===== config.mk =====
export PLATFORM = sky130hd
export DESIGN_NAME = dma_residual_calc
export DESIGN_NICKNAME = d
export VERILOG_FILES = /design/src/rtl/rsd_pkg.sv /design/src/rtl/rsd_ctrl.sv /design/src/rtl/rsd_walk.sv /design/src/rtl/rsd_sum.sv /design/src/rtl/dma_residual_calc.sv
export SDC_FILE = /design/constraint.sdc
export NUM_CORES = 1
export LEC_CHECK = 0
export ABC_AREA = 1
export BUFFER_PORTS_ARGS = -buffer_cell sky130_fd_sc_hd__buf_2
export CORE_MARGIN = 2
export CORE_UTILIZATION = 55
export CTS_CLUSTER_SIZE = 30
export DETAILED_ROUTE_END_ITERATION = 8
export PLACE_DENSITY = 0.81
export SYNTH_ARGS = -nofsm -noshare
export SYNTH_HDL_FRONTEND = slang
export SYNTH_HIERARCHICAL = 1
export SYNTH_SLANG_ARGS = --single-unit

===== constraint.sdc =====
create_clock -name clk -period 2.83 [get_ports clk]
set_input_delay 0.566 -clock clk [delete_from_list [all_inputs] [get_ports clk]]
set_output_delay 0.566 -clock clk [all_outputs]
set_load 0.005 [all_outputs]

===== src/rtl/rsd_pkg.sv =====
package rsd_pkg;

    typedef enum logic [2:0] {
        S_IDLE,
        S_CLRRUN,
        S_POLL,
        S_REQ_OP,
        S_WAIT_OP,
        S_REQ_RES,
        S_WAIT_RES,
        S_DONE
    } rsd_state_e;

    localparam int DESC_BYTES  = 16;
    localparam int DESC_SHIFT  = $clog2(DESC_BYTES);
    localparam int OP_OFFSET   = 0;
    localparam int RES_OFFSET  = 12;
    localparam int HALF_W      = 16;

endpackage


===== src/rtl/rsd_ctrl.sv =====
module rsd_ctrl
    import rsd_pkg::*;
(
    input  logic clk,
    input  logic rst_n,
    input  logic start_i,
    input  logic abort_i,
    input  logic active_i,
    input  logic rd_valid_i,
    input  logic is_stop_i,
    input  logic limit_i,
    output logic accept_o,
    output logic ctl_wr_o,
    output logic rd_req_o,
    output logic sel_res_o,
    output logic op_cap_o,
    output logic add_o,
    output logic done_o,
    output logic busy_o,
    output logic err_o
);

    typedef struct packed {
        rsd_state_e st;
        logic       err;
    } ctrl_t;

    ctrl_t c_q, c_d;

    always_comb begin
        c_d       = c_q;
        accept_o  = 1'b0;
        ctl_wr_o  = 1'b0;
        rd_req_o  = 1'b0;
        sel_res_o = 1'b0;
        op_cap_o  = 1'b0;
        add_o     = 1'b0;
        done_o    = 1'b0;
        unique case (c_q.st)
            S_IDLE: begin
                if (start_i) begin
                    accept_o = 1'b1;
                    c_d.err  = 1'b0;
                    c_d.st   = abort_i ? S_CLRRUN : S_POLL;
                end
            end
            S_CLRRUN: begin
                ctl_wr_o = 1'b1;
                c_d.st   = S_POLL;
            end
            S_POLL: begin
                if (!active_i) c_d.st = S_REQ_OP;
            end
            S_REQ_OP: begin
                rd_req_o = 1'b1;
                c_d.st   = S_WAIT_OP;
            end
            S_WAIT_OP: begin
                if (rd_valid_i) begin
                    if (is_stop_i) begin
                        c_d.st = S_DONE;
                    end else if (limit_i) begin
                        c_d.err = 1'b1;
                        c_d.st  = S_DONE;
                    end else begin
                        op_cap_o = 1'b1;
                        c_d.st   = S_REQ_RES;
                    end
                end
            end
            S_REQ_RES: begin
                rd_req_o  = 1'b1;
                sel_res_o = 1'b1;
                c_d.st    = S_WAIT_RES;
            end
            S_WAIT_RES: begin
                sel_res_o = 1'b1;
                if (rd_valid_i) begin
                    add_o  = 1'b1;
                    c_d.st = S_REQ_OP;
                end
            end
            S_DONE: begin
                done_o = 1'b1;
                c_d.st = S_IDLE;
            end
            default: c_d.st = S_IDLE;
        endcase
    end

    assign busy_o = (c_q.st != S_IDLE);
    assign err_o  = c_q.err;

    always_ff @(posedge clk or negedge rst_n) begin
        if (!rst_n) begin
            c_q <= '{st: S_IDLE, err: 1'b0};
        end else begin
            c_q <= c_d;
        end
    end

endmodule


===== src/rtl/rsd_walk.sv =====
module rsd_walk
    import rsd_pkg::*;
#(
    parameter int AW       = 32,
    parameter int MAX_DESC = 512
) (
    input  logic          clk,
    input  logic          rst_n,
    input  logic          clear_i,
    input  logic [AW-1:0] base_i,
    input  logic          step_i,
    input  logic          sel_res_i,
    output logic [AW-1:0] addr_o,
    output logic          limit_o
);

    localparam int IDXW = $clog2(MAX_DESC + 1);
    localparam logic [AW-1:0] OFS_OP  = AW'(OP_OFFSET);
    localparam logic [AW-1:0] OFS_RES = AW'(RES_OFFSET);
    localparam logic [IDXW-1:0] IDX_LIMIT = IDXW'(MAX_DESC);

    typedef struct packed {
        logic [AW-1:0]   base;
        logic [IDXW-1:0] idx;
    } walk_t;

    walk_t w_q, w_d;
    logic [AW-1:0] desc_ofs;

    always_comb begin
        w_d = w_q;
        if (clear_i) begin
            w_d.base = base_i;
            w_d.idx  = '0;
        end else if (step_i && (w_q.idx != IDX_LIMIT)) begin
            w_d.idx = w_q.idx + 1'b1;
        end
    end

    assign desc_ofs = AW'(w_q.idx) << DESC_SHIFT;
    assign addr_o   = w_q.base + desc_ofs + (sel_res_i ? OFS_RES : OFS_OP);
    assign limit_o  = (w_q.idx == IDX_LIMIT);

    always_ff @(posedge clk or negedge rst_n) begin
        if (!rst_n) begin
            w_q <= '0;
        end else begin
            w_q <= w_d;
        end
    end

endmodule


===== src/rtl/rsd_sum.sv =====
module rsd_sum
    import rsd_pkg::*;
#(
    parameter int DW      = 32,
    parameter int ACC_W   = 32,
    parameter logic [HALF_W-1:0] STOP_OP = 16'h7000
) (
    input  logic             clk,
    input  logic             rst_n,
    input  logic             clear_i,
    input  logic             op_cap_i,
    input  logic             add_i,
    input  logic [DW-1:0]    rd_data_i,
    output logic             is_stop_o,
    output logic [ACC_W-1:0] total_o
);

    localparam logic [DW-1:0] STOP_WORD = {STOP_OP, {(DW-HALF_W){1'b0}}};

    typedef struct packed {
        logic [HALF_W-1:0] req_cnt;
        logic [ACC_W-1:0]  acc;
    } sum_t;

    sum_t s_q, s_d;
    logic             wrote_back;
    logic [HALF_W-1:0] pick;

    assign is_stop_o  = (rd_data_i == STOP_WORD);
    assign wrote_back = (rd_data_i != '0);
    assign pick       = wrote_back ? rd_data_i[HALF_W-1:0] : s_q.req_cnt;

    always_comb begin
        s_d = s_q;
        if (clear_i) begin
            s_d.acc     = '0;
            s_d.req_cnt = '0;
        end else begin
            if (op_cap_i) s_d.req_cnt = rd_data_i[HALF_W-1:0];
            if (add_i)    s_d.acc     = s_q.acc + ACC_W'(pick);
        end
    end

    assign total_o = s_q.acc;

    always_ff @(posedge clk or negedge rst_n) begin
        if (!rst_n) begin
            s_q <= '0;
        end else begin
            s_q <= s_d;
        end
    end

endmodule


===== src/rtl/dma_residual_calc.sv =====
module dma_residual_calc
    import rsd_pkg::*;
#(
    parameter int AW         = 32,
    parameter int DW         = 32,
    parameter int MAX_DESC   = 512,
    parameter int ACTIVE_BIT = 10,
    parameter int RUN_BIT    = 15,
    parameter logic [15:0] STOP_OP = 16'h7000
) (
    input  logic          clk,
    input  logic          rst_n,
    input  logic          start_i,
    input  logic          abort_i,
    input  logic [AW-1:0] list_base_i,
    input  logic [DW-1:0] status_i,
    output logic          ctl_wr_o,
    output logic [DW-1:0] ctl_wdata_o,
    output logic          rd_req_o,
    output logic [AW-1:0] rd_addr_o,
    input  logic          rd_valid_i,
    input  logic [DW-1:0] rd_data_i,
    output logic [31:0]   residual_o,
    output logic          done_o,
    output logic          err_o,
    output logic          busy_o
);

    localparam logic [DW-1:0] CLEAR_RUN = DW'(1) << (HALF_W + RUN_BIT);

    logic accept, sel_res, op_cap, add_en, is_stop, limit_hit;
    logic active;
    logic unused_status;

    assign active        = status_i[ACTIVE_BIT];
    assign unused_status = ^status_i;
    assign ctl_wdata_o   = CLEAR_RUN;

    rsd_ctrl u_ctrl (
        .clk       (clk),
        .rst_n     (rst_n),
        .start_i   (start_i),
        .abort_i   (abort_i),
        .active_i  (active),
        .rd_valid_i(rd_valid_i),
        .is_stop_i (is_stop),
        .limit_i   (limit_hit),
        .accept_o  (accept),
        .ctl_wr_o  (ctl_wr_o),
        .rd_req_o  (rd_req_o),
        .sel_res_o (sel_res),
        .op_cap_o  (op_cap),
        .add_o     (add_en),
        .done_o    (done_o),
        .busy_o    (busy_o),
        .err_o     (err_o)
    );

    rsd_walk #(
        .AW      (AW),
        .MAX_DESC(MAX_DESC)
    ) u_walk (
        .clk      (clk),
        .rst_n    (rst_n),
        .clear_i  (accept),
        .base_i   (list_base_i),
        .step_i   (add_en),
        .sel_res_i(sel_res),
        .addr_o   (rd_addr_o),
        .limit_o  (limit_hit)
    );

    rsd_sum #(
        .DW     (DW),
        .ACC_W  (32),
        .STOP_OP(STOP_OP)
    ) u_sum (
        .clk      (clk),
        .rst_n    (rst_n),
        .clear_i  (accept),
        .op_cap_i (op_cap),
        .add_i    (add_en),
        .rd_data_i(rd_data_i),
        .is_stop_o(is_stop),
        .total_o  (residual_o)
    );

endmodule


==> results.txt, run 1 <==
----------------------------------------------------
[CTS]
  Count of H-tree levels built during CTS ... 3
  Number of clock sinks ... 94
  Number of clock buffers inserted by TritonCTS ... 9
  Insertion delay to the later sink of the worst-skew pair ... roughly 0.36 ns
  Count of hold buffers inserted by post-cts repair ... 0
  Clock tree root driver cell ... sky130_fd_sc_hd__clkbuf_16
  CTS tree ... done
  Worst-case clock buffer depth ... 2
  Clock transition at the registers of the reported paths ... 0.07 ns

[Routing]
  Number of search-and-repair iterations in the first detailed-routing pass ... 5
  DR DRC count ... 0
  Post-detailed-route via-to-cell ratio ... slightly above 5
  Routed via count ... 7973
  Antenna Violating Nets Remaining ... 0
  Average wire length per cell after detail routing ... 13.60 um
  Detailed-route wire length ... 21.06 mm
  Detailed Route Iter0 Violations ... 696

[Synthesis]
  Most used flip-flop cell after synthesis ... sky130_fd_sc_hd__dfrtp_1
  Average size of a mapped cell ... 6.485 um^2
  Yosys warning count ... 6
  Total of flip-flops plus latches after synthesis ... 94
  Proportion of synthesized chip area in sequential cells ... 30.20%
  Synthesized cell area ... ~7800 um^2
  Synth top area share ... just over 30%
  Number of different library cells in the post-synthesis netlist ... 39
  Cell taking the most area after synthesis ... sky130_fd_sc_hd__dfrtp_1
  Area contributors post-synth ... sky130_fd_sc_hd__dfrtp_1 30%, sky130_fd_sc_hd__nand2_1 20%, sky130_fd_sc_hd__inv_1 8.3%
  Number of synthesized flops with an enable pin ... 0
  Cells after Synth ... 1201
  Async SR Flop Fraction ... 100.0%

[Run status]
  Failing checks ... negative setup slack
  Result of the run ... finished with violations

[Global route]
  Number of global-route vias before repair ... about 7300
  Total global routing track utilization ... 27.76%
  Antenna violations before repair ... 0
  GRT Residual Overflow ... 0
  Pin count of the biggest net entering global routing ... 31
  First-pass GRT wire length ... 33.29 mm

[Cells and area]
  Utilization after layout ... 67.53%
  Final net count ... 1500
  Antenna Cells ... 0
  Final non-filler cell total ... 1548
  Fraction of final layout cells sized beyond drive strength 1 ... 24.27%
  Layout overhead on the synthesized area ... 20.35%

[STA]
  Measured slew at the worst slew-check pin ... 0.7718 ns
  Achievable frequency ... 327.8 MHz
  Clock period minus worst slack ... 3.051 ns
  Setup violation total in the final timing report ... 27
  Final critical-path setup slack ... -0.2207 ns
  Accumulated negative setup slack ... -3.281 ns
  Final Max Slew Viols ... 0
  Worst Clk Skew ... 0.007343 ns
  Unrepaired setup endpoints after global routing ... true
  Max_slew headroom ... 48.49%
  Post-route clock period utilization ... 107.8%
  Final number of hold-violating endpoints ... 0

[Critical path]
  Data required time at the worst endpoint ... around 2.3 ns
  Nature of the critical path endpoint ... output pin
  Critical-path cell with the highest stage delay ... sky130_fd_sc_hd__dfrtp_1
  Crit-path max FO ... 4
  CP bufs+invs ... 4
  Crit path largest cell delay ... 0.39 ns
  Startpoint type of the worst setup path ... flip-flop
  Gate family responsible for the most delay along the worst path ... simple AND/OR/NAND/NOR gates
  Arrival time worst endpoint ... 2.48 ns
  Critical path class ... flip-flop to output pin
  Cell breakdown of the critical path ... inv_2 > nor2_4 > nand2_2 > nand2_4 > buf_6 > buf_4 > ha_4 > nand3_1 > nand3_4 > nand2_2 > nand2_2 > nand2_1 > nand2_1 > xor2_1 > buf_2
  Most common cell type on the critical path ... sky130_fd_sc_hd__nand2_2

[Place]
  Total instance count after detailed placement ... 1515
  Final GP Congestion ... 0.9684
  Post-DP HPWL ... 15.54 mm
  Port Buffers ... roughly 140

[Die]
  Chip Width ... 123 um
  Initial cell density of the core ... 56.11%
  Die span in y ... 123 um
  Area inside the core boundary ... 13880 um^2
  Number of cell rows ... 43
  Die Area ... 15130 um^2
  IO Pins ... 202

[Power]
  Maximum ir drop on the vdd rail ... 0.5620 mV
  P_leak ... 5.312 nW
  Power density over the cells ... 768.9 nW/um^2

[Min path]
  Worst Hold Class ... primary input to async pin

[Flow run]
  Number of max-cap violations ... 0

----------------------------------------------------
==> report_power, final <==
group	total (mW)	switching (mW)	internal (mW)
Clock	1.26	0.562	0.694
Sequential	2.22	0.451	1.77
Combinational	3.73	2.20	1.53
Total	7.21	3.21	3.99
==> worst paths after layout <==
check,startpoint,end,slack [ns],cells after the start
max in group asynchronous,rst_n,u_walk/w_q[15]$_DFFE_PN0P_,2.06,2
hold reg to reg,u_ctrl/err_o$_DFFE_PN0P_,u_ctrl/err_o$_DFFE_PN0P_,0.47,2
min in group clk,list_base_i[4],u_walk/w_q[14]$_DFFE_PN0P_,0.40,3
setup / recovery,u_ctrl/c_q[2]$_DFFE_PN0P_,rd_addr_o[17],-0.22,15
setup reg to reg,u_ctrl/c_q[2]$_DFFE_PN0P_,u_sum/total_o[31]$_DFFE_PN0P_,0.46,13
hold / removal,rst_n,u_sum/total_o[10]$_DFFE_PN0P_,0.12,1
==> cell usage after synthesis (2+ instances only) <==
| cell | number |
|---|---|
| sky130_fd_sc_hd__nand3_1 | 82 |
| sky130_fd_sc_hd__nor3_1 | 16 |
| sky130_fd_sc_hd__conb_1 | 2 |
| sky130_fd_sc_hd__and2_1 | 2 |
| sky130_fd_sc_hd__dfrtp_1 | 94 |
| sky130_fd_sc_hd__or2_2 | 2 |
| sky130_fd_sc_hd__nand2_2 | 15 |
| sky130_fd_sc_hd__o22ai_1 | 16 |
| sky130_fd_sc_hd__ha_1 | 34 |
| sky130_fd_sc_hd__buf_4 | 67 |
| sky130_fd_sc_hd__xnor2_1 | 5 |
| sky130_fd_sc_hd__nor4_2 | 2 |
| sky130_fd_sc_hd__inv_1 | 173 |
| sky130_fd_sc_hd__nand4_1 | 11 |
| sky130_fd_sc_hd__or2_1 | 2 |
| sky130_fd_sc_hd__nor2_2 | 12 |
| sky130_fd_sc_hd__a21oi_1 | 33 |
| sky130_fd_sc_hd__buf_2 | 4 |
| sky130_fd_sc_hd__nor2_4 | 6 |
| sky130_fd_sc_hd__a22o_1 | 2 |
| sky130_fd_sc_hd__xor2_1 | 17 |
| sky130_fd_sc_hd__o21ai_0 | 34 |
| sky130_fd_sc_hd__inv_2 | 5 |
| sky130_fd_sc_hd__fa_1 | 2 |
| sky130_fd_sc_hd__nor4_1 | 8 |
| sky130_fd_sc_hd__nor3_2 | 2 |
| sky130_fd_sc_hd__nand3b_1 | 4 |
| sky130_fd_sc_hd__nand3_2 | 9 |
| sky130_fd_sc_hd__nor2_1 | 93 |
| sky130_fd_sc_hd__nand2_1 | 423 |
| sky130_fd_sc_hd__buf_6 | 2 |
| sky130_fd_sc_hd__clkbuf_1 | 11 |
| sky130_fd_sc_hd__o21ai_1 | 5 |
==> per-layer routing <==
layer | vias up | track usage (%) | wire (um)
met3 | 46 | 4.751 | 1330
li1 | 3986 | - | -
met1 | 3635 | 35.88 | 8869
met2 | 306 | 46.75 | 10270
met4 | 0 | 10.16 | 590
met5 | - | 0 | 0
==> what timing repair did <==
item                                    4_1_cts  5_1_grt
buffers inserted                              7       10
endpoints found under the hold margin         0        0
pin swaps                                    21       14
gates cloned                                  0        0
gates resized for setup                      37       37
endpoints found under the setup margin       25       39
==> cell type report <==
class                           count  area (um^2)
Timing Repair Buffer              205         1216
Multi-Input combinational cell    874         4611
Fill cell                        1205         4507
Sequential cell                    94         2352
Clock inverter                      6        68.82
Tap cell                          180        225.2
Inverter                          179        671.9
Clock buffer                       10        229.0
==> per-stage QoR <==
step | hold WS (ns) | power, mW | cell area, um^2 | worst slack (ns)
2_1_floorplan | 0.2704 | 4.449 | 7901 | 0.1982
3_3_place_gp | 0.4554 | 5.480 | 8628 | -0.07456
3_5_place_dp | 0.4561 | 5.574 | 8628 | -0.1188
4_1_cts | 0.1215 | 7.002 | 9141 | -0.1494
5_1_grt | 0.1412 | 7.790 | 9374 | -0.3250
6_report | 0.1246 | 7.207 | 9374 | -0.2207
==> sequential cells by signal (all words and copies together) (netlist names) <==
signal           flops
u_sum/total_o       32
u_walk/w_q          32
u_sum/s_q           16
u_walk/desc_ofs     10
u_ctrl/c_q           3
u_ctrl/err_o         1
==> cell families (layout without fill, tap and decap cells) <==
logic type / Yosys count / after routing / synth area share, %
other: 2 / 32 / 0.09642
DFF: 94 / 94 / 30.20
adders and majority gates: 36 / 36 / 5.976
AOI/OAI and AO/OA: 94 / 94 / 6.683
buffers and inverters: 263 / 400 / 16.16
xor gates and xnor gates: 22 / 22 / 2.474
and+or+nand+nor: 690 / 690 / 38.41
==> layout by cell type, fill, tap and decap left out, types with 8 or more instances in the layout <==
master,n
sky130_fd_sc_hd__nand3_4,9
sky130_fd_sc_hd__inv_1,170
sky130_fd_sc_hd__nor2_1,90
sky130_fd_sc_hd__conb_1,32
sky130_fd_sc_hd__xor2_1,13
sky130_fd_sc_hd__nand2_2,37
sky130_fd_sc_hd__inv_2,8
sky130_fd_sc_hd__o22ai_1,16
sky130_fd_sc_hd__nand3_1,68
sky130_fd_sc_hd__a21oi_1,32
sky130_fd_sc_hd__nor2_4,9
sky130_fd_sc_hd__clkbuf_16,9
sky130_fd_sc_hd__nand2_1,398
sky130_fd_sc_hd__nand3_2,14
sky130_fd_sc_hd__nor3_1,16
sky130_fd_sc_hd__dfrtp_1,94
sky130_fd_sc_hd__buf_4,65
sky130_fd_sc_hd__nor2_2,12
sky130_fd_sc_hd__buf_2,137
sky130_fd_sc_hd__nand4_1,11
sky130_fd_sc_hd__ha_1,31
sky130_fd_sc_hd__o21ai_0,33
Note: power is estimated with default switching activity, not from simulation.
==> run 2: changes to the inputs <==
--- a/config.mk
+++ b/config.mk
@@ -11,6 +11,7 @@
 export CORE_UTILIZATION = 55
 export CTS_CLUSTER_SIZE = 30
 export DETAILED_ROUTE_END_ITERATION = 8
+export MAX_ROUTING_LAYER = met4
 export PLACE_DENSITY = 0.81
 export SYNTH_ARGS = -nofsm -noshare
 export SYNTH_HDL_FRONTEND = slang
==> results.txt, run 2 (synthesis gave the netlist of run 1 again) <==
----------------------------------------------------
[Place]
  Post-DP HPWL ... 15.39 mm (-0.97%)
  Final GP Congestion ... 0.9520 (-1.7%)
  Port Buffers ... 138 (unchanged)
  Post-Place Setup Slack ... -0.1233 ns (-0.004564 ns)

[Die]
  Die Area ... 15130 um^2 (unchanged)
  IO Pins ... 202 (unchanged)
  Initial cell density of the core ... 56.11% (unchanged)
  Area inside the core boundary ... 13880 um^2 (unchanged)
  Number of cell rows ... 43 (unchanged)
  Die span in y ... 123 um (unchanged)
  Chip Width ... 123 um (unchanged)

[Critical path]
  Crit-path max FO ... 5 (+1)
  Critical path class ... flip-flop to output pin
  Data required time at the worst endpoint ... 2.26 ns (about the same)
  Startpoint type of the worst setup path ... flip-flop
  Nature of the critical path endpoint ... output pin
  Arrival time worst endpoint ... 2.43 ns (-0.05 ns)

[STA]
  Worst Clk Skew ... 0.006361 ns (-0.0009817 ns)
  Setup violation total in the final timing report ... 26 (-3.7%)
  Clock period minus worst slack ... 2.996 ns (-0.05445 ns)
  Unrepaired setup endpoints after global routing ... true
  Final Max Slew Viols ... 0 (unchanged)
  Measured slew at the worst slew-check pin ... 0.7560 ns (-0.01585 ns)
  Final critical-path setup slack ... -0.1662 ns (+0.05445 ns)
  Post-route clock period utilization ... 105.9% (-1.9 points)
  Final number of hold-violating endpoints ... 0 (unchanged)
  Max_slew headroom ... 49.55% (+1.1 points)
  Achievable frequency ... 333.8 MHz (+1.8%)

[CTS]
  Number of clock buffers inserted by TritonCTS ... 9 (unchanged)
  Number of clock sinks ... 94 (unchanged)
  CTS tree ... done
  Clock transition at the registers of the reported paths ... 0.07 ns (about the same)
  Worst-case clock buffer depth ... 2 (unchanged)
  Count of hold buffers inserted by post-cts repair ... 0 (unchanged)
  Insertion delay to the later sink of the worst-skew pair ... 0.35 ns (about the same)
  Clock tree root driver cell ... sky130_fd_sc_hd__clkbuf_16
  Count of H-tree levels built during CTS ... 3 (unchanged)

[Cells and area]
  Antenna Cells ... 0 (unchanged)
  Filler Cell Count ... 1164 (-3.4%)
  Multi-input combinational cell area ... 4752 um^2 (+3.1%)
  Layout overhead on the synthesized area ... 22.17%
  Most common library cell in the layout ignoring fill and taps ... sky130_fd_sc_hd__nand2_1
  Final net count ... 1499 (-0.067%)
  Area used by sequential logic in the layout ... 2352 um^2 (unchanged)
  Fraction of final layout cells sized beyond drive strength 1 ... 25.18% (+0.91 points)
  Commonest non-fill, non-tap cells in the layout ... 401 x sky130_fd_sc_hd__nand2_1, 170 x sky130_fd_sc_hd__inv_1, 137 x sky130_fd_sc_hd__buf_2, 94 x sky130_fd_sc_hd__dfrtp_1, 89 x sky130_fd_sc_hd__nor2_1

[Global route]
  Antenna violations before repair ... 0 (unchanged)
  Number of global-route vias before repair ... 7467 (+2.2%)
  Total global routing track utilization ... 28.90% (+1.1 points)
  First-pass GRT wire length ... 34.00 mm (+2.1%)
  Pin count of the biggest net entering global routing ... 41 (+32%)
  GRT Residual Overflow ... 0 (unchanged)

[Flow run]
  Number of max-cap violations ... 0 (unchanged)

[Power]
  P_leak ... 5.406 nW (+1.8%)
  Power density over the cells ... 758.4 nW/um^2 (-1.4%)
  Post-route total power ... 7.216 mW (+0.12%)
  Maximum ir drop on the vdd rail ... 0.5769 mV (+2.7%)

[Run status]
  Result of the run ... finished with violations
  Failing checks ... negative setup slack

[Routing]
  Average wire length per cell after detail routing ... 13.62 um (about the same)
  Detailed-route wire length ... 21.05 mm (about the same)
  Detailed Route Iter0 Violations ... 644 (-7.5%)
  Post-detailed-route via-to-cell ratio ... 5.194 (+0.85%)
  Number of search-and-repair iterations in the first detailed-routing pass ... 5 (unchanged)
  Routed via count ... 8030 (+0.71%)
  DR DRC count ... 0 (unchanged)
  Antenna Violating Nets Remaining ... 0 (unchanged)

[Min path]
  Worst Hold Class ... primary input to async pin

----------------------------------------------------
run 2: cell types whose count changed in the layout (fill, tap and decap cells not counted), sizes merged:
cell / before / now
clkinv: 2 / 4
buf: 205 / 204
clkinvlp: 1 / 0
inv: 181 / 177
clkbuf: 10 / 12
run 2: per-layer routing:
| layer | wire length, um | part of all wire [%] | global-route usage, % |
|---|---|---|---|
| met5 | 0 | 0 | - |
| met4 | 391 | 1.9 | 8.949 |
| met3 | 1240 | 5.9 | 4.382 |
| met2 | 10370 | 49 | 46.96 |
| met1 | 9042 | 43 | 37.42 |
run 2: worst paths after layout:
path	from	end	slack (ns)	depth (start not counted)
setup / recovery	u_ctrl/c_q[2]$_DFFE_PN0P_	rd_addr_o[23]	-0.17	17
min in group clk	list_base_i[10]	u_walk/w_q[20]$_DFFE_PN0P_	0.41	3
max in group asynchronous	rst_n	u_walk/w_q[23]$_DFFE_PN0P_	1.87	2
hold reg to reg	u_walk/w_q[11]$_DFFE_PN0P_	u_walk/w_q[11]$_DFFE_PN0P_	0.48	2
hold / removal	rst_n	u_sum/s_q[35]$_DFFE_PN0P_	0.21	1
setup reg to reg	u_ctrl/c_q[1]$_DFFE_PN0P_	u_sum/total_o[25]$_DFFE_PN0P_	0.11	18
run 2: power by group:
part	switching [mW]	internal, mW
logic	2.20	1.52
registers	0.458	1.77
clock network	0.533	0.729
run 2: metrics by stage:
step / TNS (ns) / hold slack [ns] / instance area, um^2 / instances / util (%)
final: -2.187 / 0.2089 / 9515 / 1546 / 68.55
after global routing: -6.230 / 0.2459 / 9515 / 1546 / 68.55
after CTS: -2.254 / 0.2193 / 9194 / 1542 / 66.23
after detailed placement: -1.674 / 0.4628 / 8628 / 1515 / 62.16
after global placement: -1.045 / 0.4530 / 8628 / 1515 / 62.16
after floorplan: 0 / 0.2704 / 7901 / 1231 / -
run 2: cell type report:
type	count	share of cell area (%)
Inverter	179	7.114
Multi-Input combinational cell	874	49.94
Timing Repair Buffer	204	12.70
Tap cell	180	2.367
Clock buffer	12	2.696
Sequential cell	94	24.72
Clock inverter	3	0.4602
run 2: worst max-delay path: stages, from the launching register on:
cell	delay, ns
sky130_fd_sc_hd__dfrtp_1	0.39
sky130_fd_sc_hd__inv_2	0.10
sky130_fd_sc_hd__nor2_4	0.04
sky130_fd_sc_hd__nand2_2	0.09
sky130_fd_sc_hd__nand2_4	0.07
sky130_fd_sc_hd__buf_6	0.12
sky130_fd_sc_hd__buf_4	0.13
sky130_fd_sc_hd__ha_4	0.26
sky130_fd_sc_hd__nand3_2	0.08
sky130_fd_sc_hd__nand3_4	0.14
sky130_fd_sc_hd__nand2_1	0.08
sky130_fd_sc_hd__nand2_2	0.09
sky130_fd_sc_hd__nand2_2	0.08
sky130_fd_sc_hd__nand2_4	0.12
sky130_fd_sc_hd__nand2_2	0.05
sky130_fd_sc_hd__nand2_1	0.07
sky130_fd_sc_hd__nand2_1	0.06
sky130_fd_sc_hd__buf_2	0.12
run 2: timing repair:
action	in CTS	in global routing
setup endpoints to repair	25	55
buffers inserted	12	4
gates resized for setup	39	60
pin swaps	19	18
==> run 3: changes to the inputs <==
--- a/config.mk
+++ b/config.mk
@@ -5,14 +5,13 @@
 export SDC_FILE = /design/constraint.sdc
 export NUM_CORES = 1
 export LEC_CHECK = 0
-export ABC_AREA = 1
 export BUFFER_PORTS_ARGS = -buffer_cell sky130_fd_sc_hd__buf_2
 export CORE_MARGIN = 2
-export CORE_UTILIZATION = 55
+export CORE_UTILIZATION = 53
 export CTS_CLUSTER_SIZE = 30
 export DETAILED_ROUTE_END_ITERATION = 8
 export MAX_ROUTING_LAYER = met4
-export PLACE_DENSITY = 0.81
+export PLACE_DENSITY = 0.8
 export SYNTH_ARGS = -nofsm -noshare
 export SYNTH_HDL_FRONTEND = slang
 export SYNTH_HIERARCHICAL = 1
==> results.txt, run 3 <==
----------------------------------------------------
[Routing]
  Routed via count ... 6508 (-19%)
  Number of search-and-repair iterations in the first detailed-routing pass ... 5 (unchanged)
  Antenna Violating Nets Remaining ... 0 (unchanged)
  Average wire length per cell after detail routing ... 18.82 um (+38%)
  Detailed Route Iter0 Violations ... 638 (-0.93%)
  DR DRC count ... 0 (unchanged)
  Detailed-route wire length ... 21.29 mm (+1.1%)
  Post-detailed-route via-to-cell ratio ... 5.754 (+11%)

[Power]
  P_leak ... 4.434 nW (-18%)
  Internal power component ... 5.225 mW (+30%)
  Logic pwr share ... 59.5% (+7.9 points)
  Power density over the cells ... 910.4 nW/um^2 (+20%)
  Sequential Power Share ... 26.6% (-4.3 points)
  Maximum ir drop on the vdd rail ... 0.7202 mV (+25%)
  Clock share of power ... 13.9% (-3.6 points)
  Share of total power consumed by net switching ... 40.50% (-3.7 points)
  Reported net switching power ... 3.556 mW (+11%)

[Critical path]
  Worst setup path start ... u_ctrl/c_q[1]$_DFFE_PN0P_
  Nature of the critical path endpoint ... output pin
  Crit-path max FO ... 4 (-1)
  Register-to-register setup slack ... 0.18 ns (+0.07 ns)
  Destination of the worst register-to-register timing path ... u_sum/total_o[30]$_DFFE_PN0P_
  Critical Path Sink ... rd_addr_o[24]
  Depth of the most critical reg-to-reg path ... 9 (-9)
  Startpoint type of the worst setup path ... flip-flop
  Critical path class ... flip-flop to output pin
  Arrival time worst endpoint ... 3.05 ns (+0.62 ns)
  Source of the worst register-to-register timing path ... u_ctrl/c_q[1]$_DFFE_PN0P_
  Data required time at the worst endpoint ... 2.26 ns (about the same)

[Die]
  Area inside the core boundary ... 12620 um^2 (-9.1%)
  Die Area ... 13800 um^2 (-8.8%)
  IO Pins ... 202 (unchanged)
  Die span in y ... 117.5 um (-4.5%)
  Number of cell rows ... 41 (-4.7%)
  Chip Width ... 117.5 um (-4.5%)
  Initial cell density of the core ... 54.07% (-2.0 points)

[Cells and area]
  Final non-filler cell total ... 1131 (-27%)
  Antenna Cells ... 0 (unchanged)
  Most common library cell in the layout ignoring fill and taps ... sky130_fd_sc_hd__buf_2
  Fraction of final layout cells sized beyond drive strength 1 ... 48.28% (+23 points)
  Area used by sequential logic in the layout ... 2352 um^2 (unchanged)
  Final net count ... 1092 (-27%)
  Layout overhead on the synthesized area ... 41.33%
  Commonest non-fill, non-tap cells in the layout ... 130 x sky130_fd_sc_hd__buf_2, 120 x sky130_fd_sc_hd__buf_4, 94 x sky130_fd_sc_hd__dfrtp_1, 71 x sky130_fd_sc_hd__nor2_1, 34 x sky130_fd_sc_hd__mux2_2
  Filler Cell Count ... 813 (-30%)
  Multi-input combinational cell area ... 4788 um^2 (+0.76%)
  Total non-filler cell area in the finished layout ... 9644 um^2 (+1.4%)

[Global route]
  First-pass GRT wire length ... 32.18 mm (-5.3%)
  Antenna violations before repair ... 0 (unchanged)
  Number of global-route vias before repair ... 6438 (-14%)
  GRT Residual Overflow ... 0 (unchanged)
  Pin count of the biggest net entering global routing ... 102 (+150%)
  Total global routing track utilization ... 29.56% (+0.66 points)

[Synthesis]
  List of most frequent post-synthesis cells ... 94 x sky130_fd_sc_hd__dfrtp_1, 76 x sky130_fd_sc_hd__nor2_1, 66 x sky130_fd_sc_hd__buf_4
  Cell taking the most area after synthesis ... sky130_fd_sc_hd__dfrtp_1
  Synthesized cell area ... 6824 um^2 (-12%)
  Area contributors post-synth ... sky130_fd_sc_hd__dfrtp_1 34%, sky130_fd_sc_hd__buf_4 7.3%, sky130_fd_sc_hd__ha_1 6.2%
  Total of flip-flops plus latches after synthesis ... 94 (unchanged)
  Average size of a mapped cell ... 9.387 um^2 (+45%)
  Synth top area share ... 34.47% (+4.3 points)
  Most used flip-flop cell after synthesis ... sky130_fd_sc_hd__dfrtp_1
  Async SR Flop Fraction ... 100.0% (unchanged)
  Dominant cell by count in the synthesized netlist ... sky130_fd_sc_hd__dfrtp_1
  Cells after Synth ... 727 (-39%)
  Number of synthesized flops with an enable pin ... 0 (unchanged)
  Number of different library cells in the post-synthesis netlist ... 72 (+85%)
  Yosys warning count ... 6 (unchanged)
  Proportion of synthesized chip area in sequential cells ... 34.47% (+4.3 points)

[STA]
  Setup violation total in the final timing report ... 56 (+120%)
  Measured slew at the worst slew-check pin ... 0.6473 ns (-0.1087 ns)
  Final Max Slew Viols ... 0 (unchanged)
  Unrepaired setup endpoints after global routing ... true
  Worst Clk Skew ... 0.009259 ns (+0.002897 ns)
  Accumulated negative setup slack ... -25.20 ns (-23.02 ns)
  Post-route clock period utilization ... 127.7% (+22 points)
  Clock period minus worst slack ... 3.614 ns (+0.6175 ns)
  Final number of hold-violating endpoints ... 0 (unchanged)
  Final critical-path setup slack ... -0.7837 ns (-0.6175 ns)
  Achievable frequency ... 276.7 MHz (-17%)
  Max_slew headroom ... 56.69% (+7.1 points)

[Run status]
  Result of the run ... finished with violations
  Failing checks ... negative setup slack

[CTS]
  Count of hold buffers inserted by post-cts repair ... 0 (unchanged)
  Number of clock sinks ... 94 (unchanged)
  Count of H-tree levels built during CTS ... 3 (unchanged)
  Number of clock buffers inserted by TritonCTS ... 9 (unchanged)
  CTS tree ... done
  Insertion delay to the later sink of the worst-skew pair ... 0.36 ns (about the same)
  Worst-case clock buffer depth ... 2 (unchanged)
  Clock tree root driver cell ... sky130_fd_sc_hd__clkbuf_16
  Clock transition at the registers of the reported paths ... 0.07 ns (about the same)

[Place]
  Port Buffers ... 138 (unchanged)
  Total instance count after detailed placement ... 1079 (-29%)
  Final GP Congestion ... 0.9400 (-1.3%)
  Post-placement cell area ... 8232 um^2 (-4.6%)
  Post-DP HPWL ... 12.99 mm (-16%)

[Flow run]
  Number of max-cap violations ... 0 (unchanged)

[Min path]
  Worst Hold Class ... primary input to async pin

----------------------------------------------------
run 3: cell count changes after synthesis, sizes merged, moves of 13 or more:
| cell | before | now |
|---|---|---|
| nand2 | 438 | 38 |
| nand3 | 91 | 16 |
| mux2i | 0 | 25 |
| o21ai | 40 | 27 |
| mux2 | 0 | 37 |
| inv | 178 | 17 |
| nor2 | 111 | 76 |
| o22ai | 16 | 0 |
| xnor2 | 5 | 36 |
| a21o | 0 | 23 |
run 3: cells by family after synthesis:
logic type	synth area share (%)
AOI/OAI and AO/OA	15.35
xor gates and xnor gates	6.289
adders and majority gates	6.821
buffers and inverters	9.956
DFF	34.47
muxes	9.773
other	0.1101
and+or+nand+nor	17.24
run 3: layout make-up:
cell class | instances | area share, %
Multi-Input combinational cell | 553 | 49.65
Sequential cell | 94 | 24.39
Inverter | 18 | 0.7006
Timing Repair Buffer | 279 | 20.02
Clock buffer | 10 | 2.374
Tap cell | 172 | 2.231
Clock inverter | 5 | 0.6357
run 3: worst max-delay path, stage by stage (launching register included):
cell,delay (ns)
sky130_fd_sc_hd__dfrtp_1,0.40
sky130_fd_sc_hd__or2b_1,0.30
sky130_fd_sc_hd__a21oi_4,0.26
sky130_fd_sc_hd__ha_4,0.18
sky130_fd_sc_hd__inv_2,0.04
sky130_fd_sc_hd__fa_2,0.37
sky130_fd_sc_hd__nor2b_4,0.16
sky130_fd_sc_hd__o2111ai_4,0.17
sky130_fd_sc_hd__a21oi_4,0.24
sky130_fd_sc_hd__buf_4,0.16
sky130_fd_sc_hd__o21ai_2,0.06
sky130_fd_sc_hd__xnor2_1,0.21
sky130_fd_sc_hd__buf_2,0.14
run 3: through the flow:
step | total power [mW] | setup slack (ns) | hold slack, ns | util, %
2_1_floorplan | 4.747 | -0.3797 | 0.2704 | -
4_1_cts | 8.127 | -0.7382 | 0.1859 | 73.86
6_report | 8.780 | -0.7837 | 0.1677 | 76.42
3_3_place_gp | 6.065 | -0.6504 | 0.4864 | 65.23
5_1_grt | 9.274 | -0.9196 | 0.2023 | 76.42
3_5_place_dp | 6.182 | -0.7217 | 0.4953 | 65.23
run 3: worst min path at each step:
stage / end / slack (ns) / depth (start not counted)
2_1_floorplan: u_ctrl/c_q[1]$_DFFE_PN0P_ / 0.27 / 0
3_3_place_gp: u_walk/w_q[10]$_DFFE_PN0P_ / 0.49 / 1
3_5_place_dp: u_ctrl/err_o$_DFFE_PN0P_ / 0.50 / 2
4_1_cts: u_walk/w_q[11]$_DFFE_PN0P_ / 0.19 / 1
5_1_grt: u_walk/w_q[11]$_DFFE_PN0P_ / 0.20 / 1
6_report: u_walk/w_q[11]$_DFFE_PN0P_ / 0.17 / 1
run 3: routing by layer:
| layer | GRT usage [%] | share of wire (%) | vias up |
|---|---|---|---|
| met3 | 6.492 | 5.8 | 66 |
| met1 | 35.46 | 41 | 3186 |
| met4 | 11.45 | 3.2 | 0 |
| met2 | 48.87 | 50 | 296 |
| met5 | - | 0 | - |
| li1 | - | - | 2960 |
run 3: repair_timing:
item / CTS / global route
endpoints found under the setup margin: 55 / 58
buffers inserted: 22 / 20
pin swaps: 57 / 49
cloned: 1 / 0
gates resized for setup: 109 / 42
run 3: power by group through the flow:
stage | Combinational, mW | Sequential [mW] | Clock (mW)
after floorplan | 2.60 | 2.14 | 0
after global placement | 3.82 | 2.24 | 0
after detailed placement | 3.92 | 2.26 | 0
after CTS | 4.58 | 2.30 | 1.25
after global routing | 5.58 | 2.40 | 1.30
final | 5.22 | 2.34 | 1.22
